--- src/rtl/rtc_pkg.sv ---
// Package: shared constants, control field layout and prescale lookup for the
// reloading timer channel. Assumes a 32-bit register bus.
package rtc_pkg;
    localparam int ADDR_W = 4;
    localparam int DIV_W  = 10;

    typedef enum logic [1:0] {
        IDX_RELOAD = 2'd0,
        IDX_COUNT  = 2'd1,
        IDX_CTRL   = 2'd2,
        IDX_CAPT   = 2'd3
    } reg_idx_e;

    // Stored control fields; packed order matches bits [7:0] of the register.
    typedef struct packed {
        logic [1:0] capmode;
        logic       ie;
        logic [1:0] edge_sel;
        logic [2:0] psc;
    } ctrl_t;

    localparam int FLAG_BIT = 8;
    localparam int CAPF_BIT = 9;
    localparam int RSV_LSB  = 10;

    // Terminal divider value for a prescale code (ratio minus one).
    function automatic logic [DIV_W-1:0] div_last(input logic [2:0] code);
        logic [DIV_W-1:0] r;
        case (code)
            3'd0:    r = DIV_W'(3);
            3'd1:    r = DIV_W'(15);
            3'd2:    r = DIV_W'(63);
            3'd3:    r = DIV_W'(255);
            3'd4:    r = DIV_W'(1023);
            default: r = '0;
        endcase
        return r;
    endfunction

    // True when the code selects an internal prescale ratio.
    function automatic logic psc_internal(input logic [2:0] code);
        return code <= 3'd4;
    endfunction
endpackage

--- src/rtl/tmr_prescaler.sv ---
// Prescaler: divides the clock by the ratio the code selects and emits a
// one-cycle tick. Assumes codes above 4 (external clock) produce no tick.
module tmr_prescaler
    import rtc_pkg::*;
(
    input  logic       clk,
    input  logic       rst_n,
    input  logic       run_en,
    input  logic       restart,
    input  logic [2:0] code,
    output logic       tick
);
    logic [DIV_W-1:0] div_q;
    logic             active;

    // Tick when the divider reaches the terminal value of the current code.
    always_comb begin
        active = run_en && psc_internal(code);
        tick   = active && (div_q == div_last(code));
    end

    // Divider: restart on code change, hold while stopped, wrap on tick.
    always_ff @(posedge clk) begin
        if (!rst_n) begin
            div_q <= '0;
        end else if (restart) begin
            div_q <= '0;
        end else if (active) begin
            div_q <= tick ? '0 : div_q + DIV_W'(1);
        end
    end
endmodule

--- src/rtl/tmr_ctrl_reg.sv ---
// Control register: cleans each written field and reports illegal ones. Also
// holds the sticky underflow flag. Assumes the write data is at least 16 bits wide.
module tmr_ctrl_reg
    import rtc_pkg::*;
#(
    parameter int DATA_W      = 32,
    parameter bit HAS_EXTCLK  = 1'b0,
    parameter bit HAS_CAPTURE = 1'b1
) (
    input  logic              clk,
    input  logic              rst_n,
    input  logic              wr,
    input  logic [DATA_W-1:0] wdata,
    input  logic              underflow,
    output ctrl_t             ctrl_q,
    output logic              flag_q,
    output logic              bad_wr,
    output logic              code_change
);
    ctrl_t clean;
    logic  bad;

    // Clear each illegal field on its own and note that something was bad.
    always_comb begin
        clean = ctrl_t'(wdata[7:0]);
        bad   = 1'b0;
        if (clean.psc == 3'd5 || (clean.psc >= 3'd6 && !HAS_EXTCLK)) begin
            clean.psc = 3'd0;
            bad       = 1'b1;
        end
        if (clean.edge_sel != 2'd0 && !HAS_EXTCLK) begin
            clean.edge_sel = 2'd0;
            bad            = 1'b1;
        end
        if (clean.capmode == 2'd1 || (clean.capmode >= 2'd2 && !HAS_CAPTURE)) begin
            clean.capmode = 2'd0;
            bad           = 1'b1;
        end
        if (wdata[CAPF_BIT] && !HAS_CAPTURE) begin
            bad = 1'b1;
        end
        if (|wdata[DATA_W-1:RSV_LSB]) begin
            bad = 1'b1;
        end
        bad_wr      = wr && bad;
        code_change = wr && (clean.psc != ctrl_q.psc);
    end

    // Control fields take the cleaned value on a write.
    always_ff @(posedge clk) begin
        if (!rst_n) begin
            ctrl_q <= '0;
        end else if (wr) begin
            ctrl_q <= clean;
        end
    end

    // Underflow flag: set by hardware, cleared only by a written 0.
    always_ff @(posedge clk) begin
        if (!rst_n) begin
            flag_q <= 1'b0;
        end else if (underflow) begin
            flag_q <= 1'b1;
        end else if (wr && !wdata[FLAG_BIT]) begin
            flag_q <= 1'b0;
        end
    end
endmodule

--- src/rtl/tmr_count_core.sv ---
// Counter core: holds the reload constant and the down-counter and reloads
// on underflow. Assumes ticks are single-cycle pulses.
module tmr_count_core #(
    parameter int DATA_W = 32
) (
    input  logic              clk,
    input  logic              rst_n,
    input  logic              reload_wr,
    input  logic              cnt_wr,
    input  logic [DATA_W-1:0] wdata,
    input  logic              tick,
    output logic [DATA_W-1:0] cnt_q,
    output logic [DATA_W-1:0] reload_q,
    output logic              underflow
);
    // An underflow is a tick at zero that no counter write overrides.
    always_comb begin
        underflow = tick && !cnt_wr && (cnt_q == '0);
    end

    // Reload constant storage.
    always_ff @(posedge clk) begin
        if (!rst_n) begin
            reload_q <= '1;
        end else if (reload_wr) begin
            reload_q <= wdata;
        end
    end

    // Down-counter: a write wins, then reload on underflow, then decrement.
    always_ff @(posedge clk) begin
        if (!rst_n) begin
            cnt_q <= '1;
        end else if (cnt_wr) begin
            cnt_q <= wdata;
        end else if (underflow) begin
            cnt_q <= reload_q;
        end else if (tick) begin
            cnt_q <= cnt_q - DATA_W'(1);
        end
    end
endmodule

--- src/rtl/reload_timer_channel.sv ---
// Top: decodes register accesses, muxes read data, registers the error strobe
// and gates the interrupt. Assumes one access per cycle on the register bus.
module reload_timer_channel
    import rtc_pkg::*;
#(
    parameter int DATA_W      = 32,
    parameter bit HAS_EXTCLK  = 1'b0,
    parameter bit HAS_CAPTURE = 1'b1
) (
    input  logic              clk,
    input  logic              rst_n,
    input  logic              run_en,
    input  logic              bus_wr,
    input  logic              bus_rd,
    input  logic [ADDR_W-1:0] bus_addr,
    input  logic [DATA_W-1:0] bus_wdata,
    output logic [DATA_W-1:0] bus_rdata,
    output logic              irq,
    output logic              err_o
);
    reg_idx_e          idx;
    logic              reload_wr, cnt_wr, ctrl_wr, capt_wr, capt_bad;
    logic              tick, underflow, flag_q, bad_wr, code_change, err_q;
    logic [DATA_W-1:0] cnt_q, reload_q, capt_q, ctrl_rd;
    ctrl_t             ctrl_q;
    logic              unused_addr;

    // Register select and per-register write strobes.
    always_comb begin
        idx         = reg_idx_e'(bus_addr[3:2]);
        unused_addr = ^bus_addr[1:0];
        reload_wr   = bus_wr && idx == IDX_RELOAD;
        cnt_wr      = bus_wr && idx == IDX_COUNT;
        ctrl_wr     = bus_wr && idx == IDX_CTRL;
        capt_wr     = bus_wr && idx == IDX_CAPT;
        capt_bad    = !HAS_CAPTURE && (bus_wr || bus_rd) && idx == IDX_CAPT;
    end

    tmr_prescaler u_psc (
        .clk     (clk),
        .rst_n   (rst_n),
        .run_en  (run_en),
        .restart (code_change),
        .code    (ctrl_q.psc),
        .tick    (tick)
    );

    tmr_ctrl_reg #(
        .DATA_W      (DATA_W),
        .HAS_EXTCLK  (HAS_EXTCLK),
        .HAS_CAPTURE (HAS_CAPTURE)
    ) u_ctrl (
        .clk         (clk),
        .rst_n       (rst_n),
        .wr          (ctrl_wr),
        .wdata       (bus_wdata),
        .underflow   (underflow),
        .ctrl_q      (ctrl_q),
        .flag_q      (flag_q),
        .bad_wr      (bad_wr),
        .code_change (code_change)
    );

    tmr_count_core #(.DATA_W(DATA_W)) u_core (
        .clk       (clk),
        .rst_n     (rst_n),
        .reload_wr (reload_wr),
        .cnt_wr    (cnt_wr),
        .wdata     (bus_wdata),
        .tick      (tick),
        .cnt_q     (cnt_q),
        .reload_q  (reload_q),
        .underflow (underflow)
    );

    // Capture storage exists only on channels built with the feature.
    generate
        if (HAS_CAPTURE) begin : g_capt
            always_ff @(posedge clk) begin
                if (!rst_n) begin
                    capt_q <= '0;
                end else if (capt_wr) begin
                    capt_q <= bus_wdata;
                end
            end
        end else begin : g_no_capt
            assign capt_q = '0;
        end
    endgenerate

    // Read mux; the control view merges the flag at its bit position.
    always_comb begin
        ctrl_rd           = '0;
        ctrl_rd[7:0]      = ctrl_q;
        ctrl_rd[FLAG_BIT] = flag_q;
        bus_rdata         = '0;
        if (bus_rd) begin
            case (idx)
                IDX_RELOAD: bus_rdata = reload_q;
                IDX_COUNT:  bus_rdata = cnt_q;
                IDX_CTRL:   bus_rdata = ctrl_rd;
                default:    bus_rdata = capt_q;
            endcase
        end
    end

    // Error strobe: one cycle after an illegal access.
    always_ff @(posedge clk) begin
        if (!rst_n) begin
            err_q <= 1'b0;
        end else begin
            err_q <= bad_wr || capt_bad;
        end
    end

    assign err_o = err_q;
    assign irq   = flag_q && ctrl_q.ie;
endmodule

--- config.mk ---
export PLATFORM = sky130hd
export DESIGN_NAME = reload_timer_channel
export DESIGN_NICKNAME = d
export VERILOG_FILES = /design/src/rtl/rtc_pkg.sv /design/src/rtl/tmr_prescaler.sv /design/src/rtl/tmr_ctrl_reg.sv /design/src/rtl/tmr_count_core.sv /design/src/rtl/reload_timer_channel.sv
export SDC_FILE = /design/constraint.sdc
export NUM_CORES = 1
export LEC_CHECK = 0
export ABC_AREA = 0
export BUFFER_PORTS_ARGS = -buffer_cell sky130_fd_sc_hd__buf_2
export CORE_MARGIN = 2
export CORE_UTILIZATION = 30
export CTS_CLUSTER_SIZE = 28
export DETAILED_ROUTE_END_ITERATION = 10
export PLACE_DENSITY = 0.57
export SYNTH_ARGS = -nofsm -noshare
export SYNTH_HDL_FRONTEND = slang
export SYNTH_SLANG_ARGS = --single-unit
--- constraint.sdc ---
create_clock -name clk -period 7.6 [get_ports clk]
set_clock_uncertainty 0.2 [all_clocks]
set_input_delay 0.38 -clock clk [delete_from_list [all_inputs] [get_ports clk]]
set_output_delay 0.38 -clock clk [all_outputs]
set_load 0.01 [all_outputs]
==> impl_results.rst <==
.. list-table::
   :header-rows: 1

   * - Metric
     - Value
   * - Result of the run
     - finished clean
   * - RSZ-0062 raised after global routing
     - no
   * - Gate family responsible for the most delay along the worst path
     - simple AND/OR/NAND/NOR gates
   * - Clk Latency, worst-skew pair
     - 0.43 ns
   * - Crit path time final
     - 3.703 ns
   * - Post-CTS clock slew at the launch and capture registers of the worst setup and hold paths
     - 0.06 ns
   * - Ant diodes
     - 0
   * - Vias per cell
     - 5.261
   * - Fillcell total
     - 2170
   * - Final worst slack
     - 3.897 ns
   * - Wire per inst
     - 17.41 µm
   * - Leakage power total
     - 0.002998 µW
   * - Tightest slew margin relative to the limit
     - 0.3201
   * - Number of detailed-route iterations in the first pass
     - 5
   * - Total negative slack for setup checks
     - 0 ns
   * - Maximum buffer depth of the clock tree
     - 2
   * - Number of buffers added by the clock tree synthesis step
     - 17
   * - Initial antenna violation count
     - 0
   * - Total of max-cap violations
     - 0
   * - Critical path buffers and inverters
     - 1
   * - HPWL after DPL
     - 13130 µm
   * - Type of the worst min-delay path
     - primary input to register
   * - Post-Syn Area per Cell
     - 7.779 µm²
   * - Post-synth design cell area
     - 6441 µm²
   * - Maximum VDD drop
     - 0.1404 mV
   * - Overall Power
     - 1647 µW
   * - PostCTS Resize Cnt
     - 0
   * - Crit-path max FO
     - 11
   * - Number of hold-repair buffers added at the cts stage
     - 1
   * - Total Routed Length
     - 20120 µm
   * - Cell-by-cell listing of the critical path
     - inv_1, ha_1, nor4b_1, nand4_1, nor2_1, nand3_1, o211ai_1, a31oi_1
   * - Period Utilization, post-route
     - 0.4872
   * - Overflow left after global routing
     - 0
   * - Critical path data required time
     - 7.64 ns
   * - Most used DFF post-synth
     - dfxtp_1
   * - Library cell contributing the largest single delay on the critical path
     - nor4b_1
   * - Number of synthesized register bits
     - 116
   * - Syn-to-layout area delta
     - 17.77%
   * - Deepest level of the CTS H-tree
     - 4
   * - Final-report max-slew violation count
     - 0
   * - Transition time at the pin with the least slew margin
     - 1.019 ns
   * - Number of clock sinks
     - 116
   * - Die boundary width
     - 150.5 µm
   * - Async set-reset flop share out of synthesis
     - 0
   * - Worst endpoint data arrival time
     - 3.75 ns
   * - Die Outline Area
     - 22660 µm²
   * - Number of remaining DRC errors
     - 0
   * - Global-route wire length before repair
     - 32460 µm
   * - Hold Vio Cnt, Final
     - 0
   * - PwrDens
     - 217.1 nW/µm²
   * - CTS tree
     - done
   * - Total routing usage reported by global routing
     - 0.1851
   * - Drt first-iter violations
     - 491
   * - Worst path max stage delay
     - 0.62 ns
   * - Fraction of layout cells with a size suffix above 1
     - 0.1498
   * - Post-route design area
     - 7586 µm²
   * - Critical path launch point type
     - register
   * - Non-filler instance count after layout
     - 1156
   * - Pin count of the biggest net entering global routing
     - 60
   * - Instance area after placement
     - 6982 µm²
   * - Post-layout net count
     - 911
   * - Count of flip-flops with a built-in enable after synthesis
     - 0
   * - Vias
     - 6082
   * - Core region area
     - 21020 µm²
   * - Part of the Yosys area used for sequential elements
     - 0.3605
   * - Die H
     - 150.5 µm
   * - Final Setup Violations
     - 0
   * - Initial core utilization
     - 0.3064
   * - Number of standard-cell rows in the floorplan
     - 53
   * - Post-synthesis cell type count
     - 55
   * - Post-Synthesis Net Count
     - 871
   * - Peak clock frequency supported by timing
     - 0.2700 GHz
   * - Post-DRT Antenna Nets
     - 0
   * - Root buf cell
     - clkbuf_16
   * - Gp weighted congestion
     - 0.8026
   * - Yosys warning count
     - 0
   * - Worst Setup Slack post-DPL
     - 3.913 ns
   * - Number of cells in the design after placement
     - 1123
   * - Endpoint type of the worst setup path
     - register
   * - I/O pin count
     - 75
   * - CP Class
     - register to register
   * - Number of global-route vias before repair
     - 5848
   * - Port Buf Inserts
     - 72
   * - Number of standard cells after synthesis
     - 828
   * - Post-CTS Setup Inserts
     - 0
[logic make-up (layout without fill, tap and decap cells)]
| kind of cell | count (synthesis) | count (layout) | share of synthesized area |
|---|---|---|---|
| AO/OA/AOI/OAI | 153 | 153 | 0.1653 |
| XOR/XNOR | 27 | 27 | 0.03671 |
| adder cells (fa/ha/maj) | 2 | 2 | 0.003884 |
| buffers and inverters | 68 | 121 | 0.04351 |
| flip-flops | 116 | 116 | 0.3605 |
| multiplexers | 35 | 35 | 0.07187 |
| AND/OR/NAND/NOR | 427 | 427 | 0.3182 |
[sequential cells by signal, summed over array words and instances (netlist names)]
signal           cells
capt_q              32
err_o                1
u_core.cnt_q        32
u_core.reload_q     32
u_ctrl.ctrl_q        8
u_ctrl.flag_q        1
u_psc.div_q         10
[cell usage after synthesis (all sizes together), types with 2 or more instances]
cell type,n,area share
o31ai,3,0.0035
nor2,39,0.023
nand2,205,0.12
inv,3,0.0017
nor3,14,0.011
nand2b,3,0.0029
and3,6,0.0058
or4,7,0.0099
xor2,22,0.030
o2111ai,9,0.012
nor4b,2,0.0027
and3b,2,0.0027
a211oi,4,0.0054
ha,2,0.0039
mux2i,26,0.040
nor3b,15,0.017
dfxtp,116,0.36
o311ai,5,0.0068
nor2b,3,0.0029
a31oi,16,0.016
a21oi,7,0.0054
xnor2,5,0.0068
clkbuf,53,0.031
nand3b,4,0.0047
buf,12,0.011
o211a,3,0.0047
nor4,11,0.011
or3,7,0.0068
a21boi,40,0.047
o41ai,3,0.0041
nand4b,2,0.0027
and2,37,0.036
nand3,49,0.038
a2bb2oi,3,0.0041
o21ai,37,0.029
or2,2,0.0019
nand4,16,0.016
o211ai,16,0.019
mux4,9,0.031
[cells in the final DEF (no fill, tap or decap), types with 14 or more instances in the layout]
| master | n |
|---|---|
| o21ai_0 | 36 |
| nor3_1 | 14 |
| nor2_1 | 38 |
| clkbuf_16 | 17 |
| nand3_1 | 49 |
| o211ai_1 | 16 |
| nor3b_1 | 14 |
| buf_2 | 72 |
| nand4_1 | 16 |
| a31oi_1 | 16 |
| a21boi_0 | 40 |
| nand2_1 | 205 |
| mux2i_1 | 26 |
| and2_1 | 36 |
| dfxtp_1 | 116 |
| xor2_1 | 22 |
[power by group]
part           total (µW)  switching, µW  internal [µW]
clock network         818            288            529
logic                 172            101           70.4
registers             658           24.3            634
total                1650            414           1230
[area by class of cell]
cell class | count | area, µm² | share of cell area
multi-input cells | 644 | 3846 | 0.5070
flip-flops and latches | 116 | 2322 | 0.3061
clock buffers | 22 | 464.2 | 0.06119
clock inverters | 10 | 130.1 | 0.01715
repair buffers | 86 | 467.9 | 0.06169
well taps | 275 | 344.1 | 0.04536
inverters | 3 | 11.26 | 0.001484
[metal layers]
metal | global-route usage | wire length, µm | part of all wire
met5 | 0 | 0 | 0
met4 | 0.05566 | 327 | 0.016
met3 | 0.03758 | 1023 | 0.051
met2 | 0.2845 | 8993 | 0.45
met1 | 0.2606 | 9780 | 0.49
[stage by stage]
step | hold WS, ns | utilization
floorplan | 0.2380 | -
global route | 0.03932 | 0.3609
CTS | 0.01670 | 0.3609
detailed placement | 0.2570 | 0.3321
finish | 0.02028 | 0.3609
global placement | 0.2492 | 0.3321
[worst min-delay path, delay by kind of cell]
family,cells,cell delay [ns]
buffers and inverters,1,0.11
and+or+nand+nor,2,0.11
[path summary, 6_finish.rpt]
path	startpoint	to	slack [ns]	cells after the start
min	bus_wdata[8]	u_core.reload_q[8]$_SDFFE_PN1P_	0.02	3
max reg2reg	u_core.cnt_q[0]$_SDFFE_PN1P_	u_core.cnt_q[5]$_SDFFE_PN1P_	3.90	8
min reg2reg	capt_q[28]$_SDFFE_PN0P_	capt_q[28]$_SDFFE_PN0P_	0.26	2
max	u_core.cnt_q[0]$_SDFFE_PN1P_	u_core.cnt_q[5]$_SDFFE_PN1P_	3.90	8
Power figures use the tool's default switching activity.
